## config.mk

```make
export PLATFORM = sky130hd
export DESIGN_NAME = wdog_escalate
export DESIGN_NICKNAME = d
export VERILOG_FILES = /design/src/rtl/wdog_escalate.sv
export SDC_FILE = /design/constraint.sdc
export NUM_CORES = 1
export LEC_CHECK = 0
export ABC_AREA = 1
export ABC_CLOCK_PERIOD_IN_PS = 2500
export BUFFER_PORTS_ARGS = -buffer_cell sky130_fd_sc_hd__buf_2
export CAP_MARGIN = 20
export CORE_MARGIN = 2
export CORE_UTILIZATION = 30
export DETAILED_ROUTE_END_ITERATION = 10
export HOLD_SLACK_MARGIN = 0.12
export PLACE_DENSITY_LB_ADDON = 0.25
export SYNTH_ARGS = -nofsm -noshare
export SYNTH_HDL_FRONTEND = slang
export SYNTH_SLANG_ARGS = --single-unit
export TNS_END_PERCENT = 100
```

## constraint.sdc

```tcl
create_clock -name clk -period 2.5 [get_ports clk]
set_clock_uncertainty 0.1 [all_clocks]
set_input_delay 0.375 -clock clk [delete_from_list [all_inputs] [get_ports clk]]
set_output_delay 0.375 -clock clk [all_outputs]
set_load 0.05 [all_outputs]
```

## src/rtl/wdog_escalate.sv

```systemverilog
module wdog_escalate #(
  parameter int CNT_W = 32
) (
  input  logic             clk,
  input  logic             rst_n,
  input  logic             enable,
  input  logic [CNT_W-1:0] load_val,
  input  logic             kick,
  output logic             irq,
  output logic             rst_req
);

  localparam logic [CNT_W-1:0] ONE = CNT_W'(1);

  logic [CNT_W-1:0] cnt;
  logic [CNT_W-1:0] reload;
  logic             expire;
  logic             pending;
  logic             escalate;

  assign reload   = (load_val == '0) ? ONE : load_val;
  assign expire   = enable && (cnt == '0);
  assign escalate = expire && pending && !kick;

  always_ff @(posedge clk or negedge rst_n) begin
    if (!rst_n)
      cnt <= ONE;
    else if (!enable || expire)
      cnt <= reload;
    else
      cnt <= cnt - ONE;
  end

  always_ff @(posedge clk or negedge rst_n) begin
    if (!rst_n)
      pending <= 1'b0;
    else if (!enable)
      pending <= 1'b0;
    else if (expire)
      pending <= 1'b1;
    else if (kick)
      pending <= 1'b0;
  end

  always_ff @(posedge clk or negedge rst_n) begin
    if (!rst_n)
      rst_req <= 1'b0;
    else if (!enable)
      rst_req <= 1'b0;
    else if (escalate)
      rst_req <= 1'b1;
  end

  assign irq = pending;

endmodule


```

== Word-level counts from Yosys, hierarchy flattened ==
Cells that the tools add are included.

* Register bits after elaboration: 34
* Input port bits: 36
* Word-level logic and storage cells: 21

* Add/subtract/negate cells: 1
* Eq/ne operators: 2
* Mux-type cells: 7
* Reduce and logical (&&, ||, !) cells: 8

{| class="wikitable"
|+ Operators with widths
! operator !! count
|-
| $logic_not A32 Y1 || 2
|-
| $mux W32 || 2
|-
| $sub A32 B1 Y32 const B || 1
|-
| $mux W1 || 5
|-
| $logic_and A1 B1 Y1 || 3
|-
| $ne A3 B1 Y1 const B || 1
|-
| $logic_not A1 Y1 || 2
|-
| $ne A2 B1 Y1 const B || 1
|-
| $logic_or A1 B1 Y1 || 1
|}

== Depth between registers and ports, before layout ==
Gate-level depths: netlist of the first run.

* Depth in word-level cells: 6
* Depth in mapped cells: 11
* Depth with buffers taken out: 10

== Worst setup path after synthesis of the first run ==
Ideal clock, no wire load.

* Path type: register -> register
* Start: reg cnt[0]
* End: reg cnt[10]
* Arrival time: 1.579 ns
* Required time: 2.326 ns
* Path slack: 0.747 ns
* Cell stages (with the launch flop): 12
* Cells stage by stage: dfstp_2 -> inv_1 -> ha_1 -> buf_2 -> nand2_2 -> nor2_4 -> nand2_4 -> nor2_2 -> nor2_4 -> buf_6 -> nand2_1 -> o21ai_2

* Word-level cells in the longest chain between the ends: 4
* Elaborated cells between the ends (all ways): 5
* Classes of those cells: 1 x add/sub; 1 x mux; 3 x reduce/logical

{| class="wikitable"
|+ RTL lines
! what !! RTL line !! RTL
|-
| start, declared || 15 || <nowiki>logic [CNT_W-1:0] cnt;</nowiki>
|-
| start signal, assigned || 29 || <nowiki>cnt <= reload;</nowiki>
|-
| start signal, assigned || 31 || <nowiki>cnt <= cnt - ONE;</nowiki>
|-
| branches (longest 3 deep; another with $sub A32 B1 Y32) || -- ||
|-
| $mux W32 * || 28 || <nowiki>else if (!enable || expire)</nowiki>
|}

Mark *: on every way between the ends.
A chain may end at the register's enable or synchronous reset.

== Final worst setup path of the first run ==
Same ends and word-level chain as after synthesis.

==> impl_summary.log, run 1 <==
[metrics] result of the run: finished, final reports clean
[metrics] largest fanout on the critical path: 19
[metrics] destination of the worst hold path: cnt[6]
[metrics] commonest cells after routing, fill and taps aside: nand2_1 (130), nor2_1 (81), buf_2 (37)
[metrics] Data required, critical path: 2.62 ns
[metrics] Iteration-0 DRC Markers: 119
[metrics] number of antenna violations at the first check in global routing: 0
[metrics] mapped cell area: ~2400 µm²
[metrics] FF-to-FF path depth: 10
[metrics] first-pass GRT wire length: 10500 µm
[metrics] Yosys cell types: 24
[metrics] xor/xnor cell area share of the yosys netlist: 4.38%
[metrics] Final Cycle Share: between 80% and 90%
[metrics] Cell Count, Final, Fillers Out: a little over 500
[metrics] fraction of final layout cells with drive strength greater than 1: roughly 16%
[metrics] share of synthesized cell area in full adder, half adder and majority cells: 0.521%
[metrics] commonest non-fill, non-tap cell in the layout: nand2_1
[metrics] Die H: slightly above 90 µm
[metrics] clk slew on worst S/H paths: 0.08 ns
[metrics] aggregate global routing overflow: 0
[metrics] category of the worst setup path launch point: flip-flop
[metrics] number of fill cells: about 830
[metrics] post-route minimum period: between 2 and 2.5 ns
[metrics] Cells after Synth: ~370
[metrics] maximum number of pins on one net before global-route repair: 35
[metrics] Post-Place Setup Slack: a little over 0.4 ns
[metrics] largest voltage drop on the vdd net: 197 µV
[metrics] effective utilization at floorplan: a little under a third
[metrics] num rows: 32
[metrics] final worst slack: between 0.4 and 0.5 ns
[metrics] achievable frequency: approximately 480 MHz
[metrics] post-route ant nets: 0
[metrics] CP Class: flip-flop to flip-flop
[metrics] Avg Inst Size Synth: between 6 and 7 µm²
[metrics] Static Leakage: around 1.4 nW
[metrics] setup-violating endpoint count in the final report: 0
[metrics] simple-gate area share of the yosys netlist: 43.4%
[metrics] number of enable flip-flop cells after synthesis: 0
[metrics] Worst Hold Class: primary input to flip-flop
[metrics] Worst-Skew Late Latency: ~0.29 ns
[metrics] capturing point of the worst reg2reg path: cnt[10]
[metrics] synthesized-area fraction occupied by ao, oa, aoi and oai cells: under 10%
[metrics] actual slew at the worst max-slew pin: a little under 0.8 ns
[metrics] origin of the critical flop-to-flop path: cnt[0]
[metrics] Die W: ~93 µm
[metrics] multiplexer share of the synthesized area: 0%
[metrics] Bufs on Longest Clock Path: 2
[metrics] count of vias placed by the detailed router: roughly 2300
[metrics] top routing layer used: met4
[metrics] synthesized net count: ~400
[metrics] CTS tree: done
[metrics] post_cts resized: 0
[metrics] setup total negative slack: 0 ns
[metrics] P per Cell Area: 535 nW/µm²
[metrics] Final #Nets: roughly 440
[metrics] WP data arrival: about 2.2 ns
[metrics] clk sink count: 34
[metrics] postcts setup bufs: 0
[metrics] Syn. warnings: 0
[metrics] Slew Limit Headroom: between 40% and 50%
[metrics] wire length on met1: ~2900 µm
[metrics] Core Footprint: just under 8000 µm²
[metrics] total track usage: approximately 15%
[metrics] CP Capture Type: flip-flop
[metrics] Hold Crit Start: load_val[6]
[metrics] wire length on met2: ~2800 µm
[metrics] total count of max-transition violations in the final report: 0
[metrics] top-level port count: 38
[metrics] number of placed instances with taps included: roughly 500
[metrics] Avg WL per Cell: roughly 12 µm
[metrics] FF+latch count, synth: 34
[metrics] met3 WL post-DR: around 320 µm
[metrics] clock tree root buffer cell: clkbuf_8
[metrics] max-capacitance violation count: 0
[metrics] setup slack, reg-to-reg: about 0.43 ns
[metrics] DIE AREA: 8730 µm²
[metrics] total wire length after detailed routing: slightly above 6000 µm
[metrics] final hold violation count: 0
[metrics] Total Power: 0.00150 W
[metrics] total clock buffers created by CTS: 5
[metrics] # hold bufs at CTS: 1
[metrics] Remaining DRCs: 0
[metrics] combinational family with the most area after synthesis: simple AND/OR/NAND/NOR gates
[metrics] count of port buffers added during placement: 37
[metrics] hpwl dp: 4940 µm
[metrics] setup repair after global routing missed its margin: false
[metrics] Placer Congestion: roughly 0.90
[metrics] most used flip-flop cell after synthesis: dfrtp_1
[metrics] hold depth: 3
[metrics] number of H-tree levels: 2
[metrics] area overhead of the layout relative to synthesis: 17.3%
[metrics] vias in the first global route: 2233
[metrics] vias per cell: around 4.5
[metrics] share of the yosys chip area belonging to registers: between 30% and 40%
[metrics] share of flip-flops with an asynchronous set or reset: 100%
[metrics] Antenna Diode Count: 0
[metrics] DR pass1 iterations: 4
-- cell usage after synthesis (3+ instances only) --
master / instances / area, µm²
nand4_1: 6 / 37.5
nand2_1: 130 / 488
o21bai_1: 4 / 30.0
dfrtp_1: 33 / 826
xor2_1: 7 / 61.3
o21ai_0: 10 / 50.1
nor2_2: 3 / 18.8
xnor2_1: 5 / 43.8
nor2_4: 3 / 33.8
o21ai_2: 9 / 78.8
nand3_1: 25 / 125
nor2_1: 81 / 304
inv_1: 34 / 128
buf_6: 6 / 67.6
-- worst max path at each step --
stage	from	endpoint	slack, ns	depth (start not counted)
after floorplan	cnt[0]	cnt[10]	0.75	11
after global placement	cnt[0]	cnt[24]	0.47	10
after detailed placement	cnt[0]	cnt[9]	0.42	8
after CTS	cnt[0]	cnt[1]	0.41	9
after global routing	cnt[0]	cnt[2]	0.24	9
final	cnt[0]	cnt[10]	0.43	10
-- worst max-delay path, stage by stage (launching register included) --
cell and delay [ns]:
dfstp_2 0.52, inv_1 0.06, ha_1 0.29, nand2_2 0.14, nor2_4 0.07, nand2_4 0.09, nor2_2 0.06, nor2_4 0.33
buf_12 0.22, nand2_1 0.07, o21ai_2 0.05
-- per-stage QoR --
stage / utilization, % / area [µm²] / hold slack, ns
5_1_grt: 36.4 / 2810 / 0.199
3_3_place_gp: 34.8 / 2690 / 0.401
4_1_cts: 36.4 / 2810 / 0.193
2_1_floorplan: - / 2400 / -0.0206
3_5_place_dp: 34.8 / 2690 / 0.401
6_report: 36.4 / 2810 / 0.195
-- cell families after synthesis --
kind of cell | after synthesis
fa+ha+maj | 1
flops | 34
xor+xnor | 12
compound gates | 26
buf+inv | 41
simple gates | 252
-- where the power goes --
| group | internal, W | total [W] | leakage [nW] | switching, W |
|---|---|---|---|---|
| combinational | 0.000121 | 0.000307 | 0.893 | 0.000186 |
| clock | 0.000325 | 0.000537 | 0.0585 | 0.000211 |
| sequential | 0.000604 | 0.000661 | 0.415 | 0.0000567 |
-- area by class of cell --
cell class              instances  area [µm²]  share of cell area (%)
well taps                     102         128                    4.54
inverters                      34         128                    4.54
flip-flops and latches         34         852                    30.3
clock inverters                 1        30.0                    1.07
clock buffers                   7        86.3                    3.07
repair buffers                 41         243                    8.63
multi-input cells             291        1350                    47.9
-- metal layers --
layer | vias to the layer above | global-route usage (%)
met5 | - | 0
met4 | 0 | 5.27
met3 | 9 | 2.82
met2 | 48 | 24.7
met1 | 1043 | 21.1
li1 | 1214 | -
-- state kept, by name, indices dropped and copies added, names as in the netlist --
| name | count |
|---|---|
| cnt | 32 |
| irq | 1 |
| rst_req | 1 |
No activity file was read; power rests on OpenSTA's default activity.
==> inputs of run 2 (changes only) <==
--- a/config.mk
+++ b/config.mk
@@ -5,8 +5,8 @@
 export SDC_FILE = /design/constraint.sdc
 export NUM_CORES = 1
 export LEC_CHECK = 0
-export ABC_AREA = 1
-export ABC_CLOCK_PERIOD_IN_PS = 2500
+export ABC_AREA = 0
+export ABC_CLOCK_PERIOD_IN_PS = 1700
 export BUFFER_PORTS_ARGS = -buffer_cell sky130_fd_sc_hd__buf_2
 export CAP_MARGIN = 20
 export CORE_MARGIN = 2
==> constraint.sdc (replaced) <==
create_clock -name clk -period 1.7 [get_ports clk]
set_clock_uncertainty 0.1 [all_clocks]
set_input_delay 0.255 -clock clk [delete_from_list [all_inputs] [get_ports clk]]
set_output_delay 0.255 -clock clk [all_outputs]
set_load 0.05 [all_outputs]
==> impl_summary.log, run 2 <==
[metrics] clk slew on worst S/H paths: approximately 0.07 ns
[metrics] synthesized net count: 230
[metrics] WP data arrival: between 2 and 3 ns
[metrics] category of the worst setup path launch point: flip-flop
[metrics] Avg WL per Cell: 14.0 µm
[metrics] total wire length after detailed routing: approximately 5600 µm
[metrics] cell accounting for the most synthesized area: dfrtp_1
[metrics] CP Capture Type: flip-flop
[metrics] CP Class: flip-flop to flip-flop
[metrics] num rows: 30
[metrics] Slew Limit Headroom: 68.6%
[metrics] Cell Count, Final, Fillers Out: about 400
[metrics] share of the yosys chip area belonging to registers: 39.7%
[metrics] largest fanout on the critical path: 5
[metrics] Syn. warnings: 0
[metrics] P per Cell Area: just under 700 nW/µm²
[metrics] Worst-Skew Late Latency: roughly 0.28 ns
[metrics] number of placed instances with taps included: between 300 and 400
[metrics] DIE AREA: just under 8000 µm²
[metrics] xor/xnor cell area share of the yosys netlist: 10.6%
[metrics] failing checks: setup timing
[metrics] Data required, critical path: approximately 1.8 ns
[metrics] vias per cell: approximately 4.7
[metrics] Total Power: around 0.0023 W
[metrics] multiplexer share of the synthesized area: around 20%
[metrics] area overhead of the layout relative to synthesis: 52.0%
[metrics] share of flip-flops with an asynchronous set or reset: 100%
[metrics] commonest non-fill, non-tap cell in the layout: buf_4
[metrics] Cells after Synth: roughly 190
[metrics] Remaining DRCs: 0
[metrics] sw power: between 0.0006 and 0.0007 W
[metrics] combinational family with the most area after synthesis: simple AND/OR/NAND/NOR gates
[metrics] max-capacitance violation count: 0
[metrics] aggregate global routing overflow: 0
[metrics] list of most frequent post-synthesis cells: dfrtp_1 (33), mux2_4 (27), nor4_1 (20), xor2_1 (20), nor2_1 (12)
[metrics] proportion of total power due to net switching: approximately 27%
[metrics] clk sink count: 34
[metrics] share of synthesized cell area in full adder, half adder and majority cells: less than 1%
[metrics] number of antenna violations at the first check in global routing: 0
[metrics] number of flip-flops in the largest register: 32
[metrics] final worst slack: -1.10 ns
[metrics] vias in the first global route: 1955
[metrics] final hold violation count: 0
[metrics] Yosys cell types: 37
[metrics] Iteration-0 DRC Markers: 42
[metrics] actual slew at the worst max-slew pin: approximately 0.47 ns
[metrics] simple-gate area share of the yosys netlist: ~22%
[metrics] Placer Congestion: between 0.7 and 0.8
[metrics] Worst Hold Class: primary input to flip-flop
[metrics] count of vias placed by the detailed router: 1879
[metrics] most used flip-flop cell after synthesis: dfrtp_1
[metrics] synthesized-area fraction occupied by ao, oa, aoi and oai cells: approximately 3.6%
[metrics] largest voltage drop on the vdd net: roughly 370 µV
[metrics] count of port buffers added during placement: 37
[metrics] first-pass GRT wire length: 9190 µm
[metrics] result of the run: finished, violations left
[metrics] biggest area contributors in the synthesized netlist: dfrtp_1 (38%), mux2_4 (19%), xor2_1 (8.2%), nor4_1 (5.8%), nor3_1 (2.6%)
[metrics] commonest cells after routing, fill and taps aside: buf_4 (53), buf_2 (37), dfrtp_1 (33)
[metrics] hpwl dp: 4070 µm
[metrics] relative contribution of sequential cells to total power: ~42%
[metrics] total track usage: 15.5%
[metrics] number of H-tree levels: 2
[metrics] mapped cell area: around 2100 µm²
[metrics] Antenna Diode Count: 0
[metrics] total count of max-transition violations in the final report: 0
[metrics] CTS tree: done
[metrics] FF+latch count, synth: 34
[metrics] largest register by flop count: cnt
[metrics] Core Footprint: 6870 µm²
[metrics] Register Area: 852 µm²
[metrics] post-route ant nets: 0
[metrics] Final #Nets: around 340
[metrics] maximum number of pins on one net before global-route repair: 35
[metrics] Avg Inst Size Synth: approximately 11 µm²
[metrics] Final Cycle Share: 165%
[metrics] cell internal pwr: about 0.0016 W
[metrics] portion of total power attributed to combinational logic: ~30%
[metrics] Die W: between 80 and 90 µm
[metrics] achievable frequency: 357 MHz
[metrics] fin util: between 40% and 50%
[metrics] Bufs on Longest Clock Path: 2
[metrics] total clock buffers created by CTS: 5
[metrics] top-level port count: 38
[metrics] setup repair after global routing missed its margin: true
[metrics] clock power share: approximately 27%
[metrics] Static Leakage: 1.50 nW
[metrics] number of enable flip-flop cells after synthesis: 0
[metrics] setup-violating endpoint count in the final report: 34
[metrics] DR pass1 iterations: 4
[metrics] number of fill cells: 654
[metrics] clock tree root buffer cell: clkbuf_8
[metrics] Die H: ~89 µm
[metrics] cell with the most instances after synthesis: dfrtp_1
[metrics] fraction of final layout cells with drive strength greater than 1: about half
[metrics] effective utilization at floorplan: around 31%
[metrics] combined area of the multi-input logic cells: approximately 1300 µm²
[metrics] post-route minimum period: 2.80 ns
[metrics] share of the synthesized area in the top cell type: 38.5%
-- run 2: cell families after synthesis --
logic type,after synthesis
AO/OA/AOI/OAI,9
XOR/XNOR,26
adder cells (fa/ha/maj),1
buffers and inverters,12
flip-flops,34
multiplexers,30
AND/OR/NAND/NOR,81
-- run 2: what timing repair did --
action                     CTS  global route
buffers inserted             6             5
gates cloned                 1             1
gates resized for setup     14             5
hold buffers                14             0
setup endpoints to repair   34            34
hold endpoints to repair    47             0
pin swaps                    6             4
-- run 2: layout make-up --
class                      count  share of cell area (%)
sequential                    34                    26.1
clock buffer                   7                    2.65
timing repair buffer         115                    27.7
inverter                       4                   0.460
multi-input combinational    147                    39.2
tap                           96                    3.68
clock inverter                 1                   0.153
-- run 2: stage by stage --
step                      worst slack, ns  area, µm²  hold WS (ns)  TNS, ns
after floorplan                     -1.02       2150        -0.141   -31.72
after global placement              -1.06       2810         0.134   -33.46
after detailed placement            -1.09       2810         0.134   -34.09
after CTS                           -1.11       3180         0.120   -34.58
after global routing                -1.15       3260         0.122   -36.84
final                               -1.10       3260         0.128   -34.91
-- run 2: worst paths after layout --
| check | startpoint | end | slack [ns] | cells past startpoint |
|---|---|---|---|---|
| max in group asynchronous | rst_n | cnt[0] | 0.88 | 3 |
| worst max register to register | cnt[6] | cnt[10] | -1.10 | 7 |
| worst min-delay path | load_val[21] | cnt[21] | 0.13 | 2 |
| worst max-delay path | cnt[6] | cnt[10] | -1.10 | 7 |
| min in group asynchronous | rst_n | cnt[31] | 0.38 | 3 |
| worst min register to register | rst_req | rst_req | 0.39 | 1 |
-- run 2: worst max-delay path, cell delays in order, from the launching register on --
cell and delay, ns:
dfrtp_1 0.38, or3_4 0.39, or4_4 0.42, or4_4 0.55
o31ai_4 0.23, buf_6 0.18, clkbuf_16 0.16, mux2_4 0.29
-- run 2: power groups by stage --
| stage | Clock, W | Sequential, W | Combinational, W |
|---|---|---|---|
| after detailed placement | 0 | 0.000969 | 0.000602 |
| after CTS | 0.000641 | 0.000956 | 0.000661 |
| after global routing | 0.000682 | 0.000968 | 0.000747 |
| after global placement | 0 | 0.000967 | 0.000593 |
| final | 0.000618 | 0.000954 | 0.000684 |
| after floorplan | 0 | 0.000985 | 0.000289 |
-- run 2: per-layer routing --
layer / share of wire [%] / GRT usage [%] / vias to the layer above
li1: - / - / 935
met1: 46 / 20.0 / 905
met2: 51 / 27.3 / 35
met3: 2.9 / 2.80 / 4
met4: 0.64 / 3.31 / 0
met5: 0 / 0 / -
